## config.mk

```make
export PLATFORM = sky130hd
export DESIGN_NAME = pc_pager
export DESIGN_NICKNAME = d
export VERILOG_FILES = /design/src/rtl/pc_pager_pkg.sv /design/src/rtl/pc_rst_sync.sv /design/src/rtl/pc_page_latch.sv /design/src/rtl/pc_src_arbiter.sv /design/src/rtl/pc_next_calc.sv /design/src/rtl/pc_pager.sv
export SDC_FILE = /design/constraint.sdc
export NUM_CORES = 1
export LEC_CHECK = 0
export ABC_AREA = 1
export BUFFER_PORTS_ARGS = -buffer_cell sky130_fd_sc_hd__buf_2
export CORE_MARGIN = 3
export CORE_UTILIZATION = 33
export DETAILED_ROUTE_END_ITERATION = 12
export PLACE_DENSITY_LB_ADDON = 0.3
export SLEW_MARGIN = 20
export SYNTH_ARGS = -nofsm -noshare
export SYNTH_HDL_FRONTEND = slang
export SYNTH_SLANG_ARGS = --single-unit
export TNS_END_PERCENT = 30
```

## constraint.sdc

```tcl
create_clock -name clk -period 0.8 [get_ports clk]
set_input_delay 0.16 -clock clk [delete_from_list [all_inputs] [get_ports clk]]
set_output_delay 0.16 -clock clk [all_outputs]
set_load 0.01 [all_outputs]
```

## src/rtl/pc_pager_pkg.sv

```systemverilog
package pc_pager_pkg;

  typedef enum logic [2:0] {
    SRC_HOLD = 3'd0,
    SRC_INC  = 3'd1,
    SRC_LOW  = 3'd2,
    SRC_JUMP = 3'd3,
    SRC_RET  = 3'd4,
    SRC_VEC  = 3'd5
  } pc_src_e;

  typedef struct packed {
    logic inc;
    logic low_wr;
    logic jump;
    logic ret;
    logic vec;
  } pc_strobe_t;

endpackage

```

## src/rtl/pc_rst_sync.sv

```systemverilog
module pc_rst_sync #(
  parameter int STAGES = 2
) (
  input  logic clk,
  input  logic rst_n,
  output logic rst_core_n
);

  logic [STAGES-1:0] sync_q;
  logic [STAGES-1:0] sync_d;

  generate
    if (STAGES == 1) begin : g_single
      always_comb sync_d = 1'b1;
    end else begin : g_chain
      always_comb sync_d = {sync_q[STAGES-2:0], 1'b1};
    end
  endgenerate

  always_ff @(posedge clk or negedge rst_n) begin
    if (!rst_n) sync_q <= '0;
    else        sync_q <= sync_d;
  end

  assign rst_core_n = sync_q[STAGES-1];

endmodule

```

## src/rtl/pc_page_latch.sv

```systemverilog
module pc_page_latch #(
  parameter int PAGE_W = 5,
  parameter int DATA_W = 8
) (
  input  logic              clk,
  input  logic              rst_core_n,
  input  logic              wr_en,
  input  logic [DATA_W-1:0] wr_data,
  output logic [PAGE_W-1:0] page_q,
  output logic [DATA_W-1:0] rd_data
);

  localparam int PAD_W = DATA_W - PAGE_W;

  logic [PAGE_W-1:0] page_d;
  logic              unused_hi;

  assign unused_hi = ^wr_data[DATA_W-1:PAGE_W];

  always_comb begin
    page_d = page_q;
    if (wr_en) page_d = wr_data[PAGE_W-1:0];
  end

  always_ff @(posedge clk or negedge rst_core_n) begin
    if (!rst_core_n)  page_q <= '0;
    else if (wr_en)   page_q <= page_d;
  end

  assign rd_data = {{PAD_W{1'b0}}, page_q};

  assert_page_store_R8: assert property (@(posedge clk) disable iff (!rst_core_n)
    wr_en |=> page_q == $past(wr_data[PAGE_W-1:0]));

  assert_page_hold_R9: assert property (@(posedge clk) disable iff (!rst_core_n)
    !wr_en |=> $stable(page_q));

endmodule

```

## src/rtl/pc_src_arbiter.sv

```systemverilog
module pc_src_arbiter
  import pc_pager_pkg::*;
(
  input  pc_strobe_t strobe,
  output pc_src_e    src
);

  always_comb begin
    if      (strobe.vec)    src = SRC_VEC;
    else if (strobe.ret)    src = SRC_RET;
    else if (strobe.jump)   src = SRC_JUMP;
    else if (strobe.low_wr) src = SRC_LOW;
    else if (strobe.inc)    src = SRC_INC;
    else                    src = SRC_HOLD;
  end

  always_comb begin
    if (strobe.vec) assert_vec_wins_R7: assert (src == SRC_VEC);
  end

endmodule

```

## src/rtl/pc_next_calc.sv

```systemverilog
module pc_next_calc
  import pc_pager_pkg::*;
#(
  parameter int          PC_W    = 13,
  parameter int          LOW_W   = 8,
  parameter int          TGT_W   = 11,
  parameter int          PAGE_W  = 5,
  parameter logic [12:0] VEC     = 13'h004
) (
  input  pc_src_e           src,
  input  logic [PC_W-1:0]   pc_q,
  input  logic [PAGE_W-1:0] page_q,
  input  logic [LOW_W-1:0]  low_data,
  input  logic [TGT_W-1:0]  tgt,
  input  logic [PC_W-1:0]   ret_addr,
  output logic [PC_W-1:0]   pc_d
);

  localparam int JPAGE_W = PC_W - TGT_W;
  localparam int LPAGE_W = PC_W - LOW_W;

  logic [PC_W-1:0] pc_inc;
  logic [PC_W-1:0] pc_low;
  logic [PC_W-1:0] pc_jump;

  assign pc_inc  = pc_q + {{(PC_W-1){1'b0}}, 1'b1};
  assign pc_low  = {page_q[LPAGE_W-1:0], low_data};
  assign pc_jump = {page_q[PAGE_W-1 -: JPAGE_W], tgt};

  always_comb begin
    unique case (src)
      SRC_INC:  pc_d = pc_inc;
      SRC_LOW:  pc_d = pc_low;
      SRC_JUMP: pc_d = pc_jump;
      SRC_RET:  pc_d = ret_addr;
      SRC_VEC:  pc_d = VEC[PC_W-1:0];
      default:  pc_d = pc_q;
    endcase
  end

endmodule

```

## src/rtl/pc_pager.sv

```systemverilog
module pc_pager
  import pc_pager_pkg::*;
#(
  parameter int          PC_W      = 13,
  parameter int          LOW_W     = 8,
  parameter int          TGT_W     = 11,
  parameter int          PAGE_W    = 5,
  parameter int          SYNC_STG  = 2,
  parameter logic [12:0] IRQ_VEC   = 13'h004
) (
  input  logic              clk,
  input  logic              rst_n,
  input  logic              inc_en,
  input  logic              low_wr_en,
  input  logic [LOW_W-1:0]  low_wr_data,
  input  logic              jump_en,
  input  logic [TGT_W-1:0]  jump_target,
  input  logic              ret_en,
  input  logic [PC_W-1:0]   ret_addr,
  input  logic              irq_vec_en,
  input  logic              page_wr_en,
  input  logic [LOW_W-1:0]  page_wr_data,
  output logic [PC_W-1:0]   pc_o,
  output logic [LOW_W-1:0]  pc_low_rd,
  output logic [LOW_W-1:0]  page_rd
);

  localparam int JPAGE_W = PC_W - TGT_W;

  logic              rst_core_n;
  logic [PAGE_W-1:0] page_q;
  pc_strobe_t        strobe;
  pc_src_e           src;
  logic [PC_W-1:0]   pc_q;
  logic [PC_W-1:0]   pc_d;
  logic              pc_ce;

  pc_rst_sync #(.STAGES(SYNC_STG)) u_rst_sync (
    .clk        (clk),
    .rst_n      (rst_n),
    .rst_core_n (rst_core_n)
  );

  pc_page_latch #(.PAGE_W(PAGE_W), .DATA_W(LOW_W)) u_page (
    .clk        (clk),
    .rst_core_n (rst_core_n),
    .wr_en      (page_wr_en),
    .wr_data    (page_wr_data),
    .page_q     (page_q),
    .rd_data    (page_rd)
  );

  assign strobe = '{inc: inc_en, low_wr: low_wr_en, jump: jump_en,
                    ret: ret_en, vec: irq_vec_en};

  pc_src_arbiter u_arb (
    .strobe (strobe),
    .src    (src)
  );

  pc_next_calc #(
    .PC_W(PC_W), .LOW_W(LOW_W), .TGT_W(TGT_W), .PAGE_W(PAGE_W), .VEC(IRQ_VEC)
  ) u_next (
    .src      (src),
    .pc_q     (pc_q),
    .page_q   (page_q),
    .low_data (low_wr_data),
    .tgt      (jump_target),
    .ret_addr (ret_addr),
    .pc_d     (pc_d)
  );

  assign pc_ce = (src != SRC_HOLD);

  always_ff @(posedge clk or negedge rst_core_n) begin
    if (!rst_core_n) pc_q <= '0;
    else if (pc_ce)  pc_q <= pc_d;
  end

  assign pc_o      = pc_q;
  assign pc_low_rd = pc_q[LOW_W-1:0];

  always @(posedge clk) begin
    if (!rst_core_n) assert_reset_clear_R1: assert (pc_q == '0 && page_q == '0);
  end

  assert_vector_R6: assert property (@(posedge clk) disable iff (!rst_core_n)
    irq_vec_en |=> pc_o == IRQ_VEC[PC_W-1:0]);

  assert_return_R5: assert property (@(posedge clk) disable iff (!rst_core_n)
    (ret_en && !irq_vec_en) |=> pc_o == $past(ret_addr));

  assert_jump_R4: assert property (@(posedge clk) disable iff (!rst_core_n)
    (jump_en && !ret_en && !irq_vec_en)
      |=> pc_o == {$past(page_q[PAGE_W-1 -: JPAGE_W]), $past(jump_target)});

  assert_low_write_R3: assert property (@(posedge clk) disable iff (!rst_core_n)
    (low_wr_en && !jump_en && !ret_en && !irq_vec_en)
      |=> pc_o[LOW_W-1:0] == $past(low_wr_data));

  assert_increment_R2: assert property (@(posedge clk) disable iff (!rst_core_n)
    (inc_en && !low_wr_en && !jump_en && !ret_en && !irq_vec_en)
      |=> pc_o == $past(pc_o) + 1'b1);

  assert_idle_hold_R7: assert property (@(posedge clk) disable iff (!rst_core_n)
    (!inc_en && !low_wr_en && !jump_en && !ret_en && !irq_vec_en) |=> $stable(pc_o));

endmodule

```

Yosys cells after proc, flatten, opt, wreduce, memory -nomap -nowiden --
Index checks and enable logic that the tools add are counted.
Operators by class: reductions and logical operators 3, multiplexer cells 6, equal/unequal tests 5, add/subtract/negate cells 1
Operators by type and width (count):
- 13-bit one-hot mux with 5 select lines | 1
- 13-bit by 1-bit adder with 13-bit output (second input constant) | 1
- 3-bit two-way mux | 4
- 3-bit by 2-bit equality test with 1-bit output (second input constant) | 2
- 3-bit equality test (second input constant) | 2
- 5-bit nonzero test | 1
- 3-bit by 1-bit equality test with 1-bit output (second input constant) | 1
- 3-bit nonzero test | 1
- 2-bit AND reduction | 1
- 1-bit two-way mux | 1
Word-level totals: bits of input ports 48, output and inout port bits 29, word-level logic and storage cells 18, bits in registers 20

Depth between registers and ports, before layout --
word-level depth 8, depth in mapped cells 9, mapped depth without buffers 9

Modules after synthesis --
From an unflattened synthesis, not the netlist that was laid out.
Second synthesis, totals: cells, all modules 277, area total of the unflattened synthesis 1689.1 um^2
By module, submodules not included:
- pc_next_calc | cells each 168, area an instance 745.7 um^2, instances 1
- pc_pager | cells each 66, area an instance 593.1 um^2, instances 1
- pc_page_latch | cells each 30, area an instance 249.0 um^2, instances 1
- pc_rst_sync | cells each 3, area an instance 53.8 um^2, instances 1
- pc_src_arbiter | cells each 10, area an instance 47.5 um^2, instances 1

Worst setup path before layout --
Ideal clock, no wire load.
kind register to register, start register pc_q[1], in the netlist pc_o[1], end register pc_q[6], in the netlist pc_o[6], buffers on the path 0, arrival time 1362 ps, cell stages (with the launch flop) 9, data required time 732 ps, period minus slack after synthesis 1430 ps, setup time 68 ps, slack -630 ps, cell sequence dfrtp_1 > ha_1 > nand2_1 > nor2_1 > nand2_1 > nor2_1 > nor2_1 > nand3b_1 > nand3_1
Between the ends: longest elaborated chain between the ends 2
RTL lines:
- start, declared | RTL line pc_pager.sv:34 | logic [PC_W-1:0] pc_q;
- start signal, assigned | RTL line pc_pager.sv:77 | else if (pc_ce) pc_q <= pc_d;
- 13-bit by 1-bit adder with 13-bit output | RTL line pc_next_calc.sv:26 | assign pc_inc = pc_q + {{(PC_W-1){1'b0}}, 1'b1};
- 13-bit one-hot mux with 5 select lines | RTL line pc_next_calc.sv:31 | unique case (src)
Every way passes these cells. A chain may end at the register's enable or synchronous reset.

Worst setup path after layout --
start register pc_q[0], in the netlist pc_o[0], end register pc_q[2], in the netlist pc_o[2]
Same word-level chain as after synthesis.

==> impl_metrics.json <==
{
  "status": "finished, violations left",
  "violations": "negative setup slack",
  "numCtsBuffers": 3,
  "tns_ps": -13410,
  "grt.total_usage_pct": 19.5,
  "worstPathCellList": "ha_4 -> buf_4 -> buf_6 -> xnor2_2 -> a21oi_1 -> nor2_1 -> nor2_1",
  "crit_top_cell": "nor2_1",
  "layout.nets": 391,
  "place_congestion": 0.843,
  "start_util_pct": 35.7,
  "seq_area_frac_synth_pct": 33.6,
  "port_buffers": 70,
  "grt_max_degree": 19,
  "powerDensity_nw_per_um2": 1330,
  "power_mw": 3.33,
  "critPathBufInv": 2,
  "fillers": 384,
  "synth_area_um2": 1490,
  "critPathKind": "flip-flop to flip-flop",
  "synth_area_per_cell_um2": 6.59,
  "die_w_um": 73.2,
  "synthAdderAreaFrac_pct": 0.840,
  "synthSimpleGateAreaFrac_pct": 39.5,
  "clk_pin_slew_ps": 80,
  "drt-vias-per-instance": 4.71,
  "cp_max_fo": 3,
  "fp.dieH_um": 73.2,
  "finalSetupViolCount": 39,
  "synth_compound_area_share_pct": 9.41,
  "vdd_ir_drop_max_mv": 0.996,
  "worstHoldStart": "ret_addr[4]",
  "cts.path.max_buffers": 2,
  "wl_per_cell_um": 13.0,
  "yosys_warnings": 0,
  "timing.rr.start": "pc_o[0]",
  "ys_ff_latch": 20,
  "dr_total_vias": 1841,
  "hold_viol": 0,
  "fin_skew_ps": 4.90,
  "grt_pass1_wl_mm": 8.25,
  "synth_edf_count": 0,
  "regArea_um2": 505,
  "cp-end-kind": "flip-flop",
  "max_freq_mhz": 731,
  "wl_mm": 5.09,
  "fin_crit_sh_pct": 171,
  "antenna_found_initial": 0,
  "syn_inst": 226,
  "slowest_stage": "dfrtp_2",
  "n_antenna_cell": 0,
  "critPathTopFamily": "flip-flops",
  "core_area_um2": 4170,
  "grt_pass1_vias": 1853,
  "dp_hpwl_mm": 3.85,
  "tritoncts": "built",
  "die-area_um2": 5350,
  "num_io_pins": 77,
  "maxCapViolations": 0,
  "drc": 0,
  "period_needed_ps": 1370,
  "fin_ws_ps": -568,
  "grt_overflow": 0,
  "clkSinkCount": 20,
  "htree_levels": 1,
  "clock_latency_ps": 270,
  "crit_path_start_kind": "flip-flop",
  "worstPathArrival_ps": 1570,
  "critPathMaxStageDelay_ps": 450,
  "drive_above_1_share_pct": 45.7,
  "ys.flop_type": "dfrtp_1",
  "power.leakage_nw": 1.34,
  "multi_input_area_um2": 876,
  "ant_nets": 0,
  "synth-async-reset-ratio_pct": 100,
  "hp-class": "input port to flip-flop",
  "num_rows": 23,
  "drtPass1Iterations": 4,
  "synth_top_family_by_area": "simple AND/OR/NAND/NOR gates",
  "first_iter_violations": 99,
  "cp.required_ps": 1000,
  "yosys.area_share.xor_xnor_pct": 1.18,
  "critPathLaunch": "pc_o[0]",
  "ctsRootBufferMaster": "clkbuf_8",
  "synth.area.mux_share_pct": 2.27,
  "rsz0062_at_grt": "true",
  "drv_slew": 0,
  "area_growth_pct": 68.1,
  "ys_types": 32
}
-- layout by cell type (no fill, tap or decap), types with 6 or more instances in the layout --
cell     Yosys  routed
a21oi_1      8       7
buf_2        1      56
buf_4       11      40
buf_6        1      24
dfrtp_1     20      16
inv_1       21      21
nand2_1     75      71
nand3_1     16      14
nand4_1      6       6
nor2_1      31      25
nor2_2       2       7
o21ai_0      9       6
-- report_power, final --
group	internal [mW]	switching [mW]	total, mW
registers	1.10	0.0930	1.20
clock network	0.669	0.382	1.05
logic	0.592	0.487	1.08
-- state kept, by name, indices dropped and copies added, names as in the netlist --
signal and count:
u_page.page_q 5, u_rst_sync.sync_q 2, pc_o 13
-- kinds of logic after synthesis --
logic type,count (synthesis)
compound gates,23
xor+xnor,2
fa+ha+maj,1
buf+inv,37
flops,20
mux,3
other cells,2
simple gates,138
-- routing by layer --
layer	routed length [µm]	track usage [%]
met5	0	0
met4	60	4.10
met3	278	4.13
met2	2630	34.6
met1	2120	24.3
-- worst paths after layout --
kind,endpoint,slack [ps],depth (start not counted)
worst min-delay path,pc_o[4],90,3
worst max-delay path,pc_o[2],-570,7
max in group asynchronous,pc_o[4],370,1
worst max register to register,pc_o[2],-570,7
min in group asynchronous,u_rst_sync.sync_q[1],200,2
worst min register to register,u_page.page_q[3],200,1
-- through the flow --
step | instance area [µm²] | setup WS (ps) | util (%) | hold slack, ps | cells
after floorplan | 1530 | -491 | - | -136 | 228
after global placement | 2240 | -459 | 53.6 | -52.8 | 384
after detailed placement | 2240 | -536 | 53.6 | -51.6 | 384
after CTS | 2460 | -535 | 58.9 | 90.4 | 391
after global routing | 2500 | -641 | 60.0 | 91.1 | 391
final | 2500 | -568 | 60.0 | 93.0 | 391
-- repair_timing --
item	in CTS	in global routing
pin swaps	12	3
endpoints found under the hold margin	2	0
hold buffers	1	0
setup endpoints to repair	39	40
setup buffers	2	1
resized for setup	29	13
-- synthesized netlist by cell type, drive strengths merged, types with 2 or more instances --
cell,n,area share (%)
nand2,76,19
nor2,35,10
inv,23,5.8
dfrtp,20,34
nand3,16,5.4
buf,13,6.6
o21ai,10,3.4
a21oi,8,2.7
nand4,6,2.5
mux2,3,2.3
conb,2,0.50
o21bai,2,1.8
-- tightest hold or removal path: stages --
cell and delay, ps:
buf_2 70, a21oi_1 50, nand2_1 50
-- area by class of cell --
cell class                 count  share of cell area (%)
timing repair buffer         123                    36.0
multi-input combinational    171                    35.0
sequential                    20                    20.2
inverter                      23                    3.45
tap                           50                    2.50
clock buffer                   3                    1.65
clock inverter                 1                    1.20
Note: power is estimated with default switching activity, not from simulation.
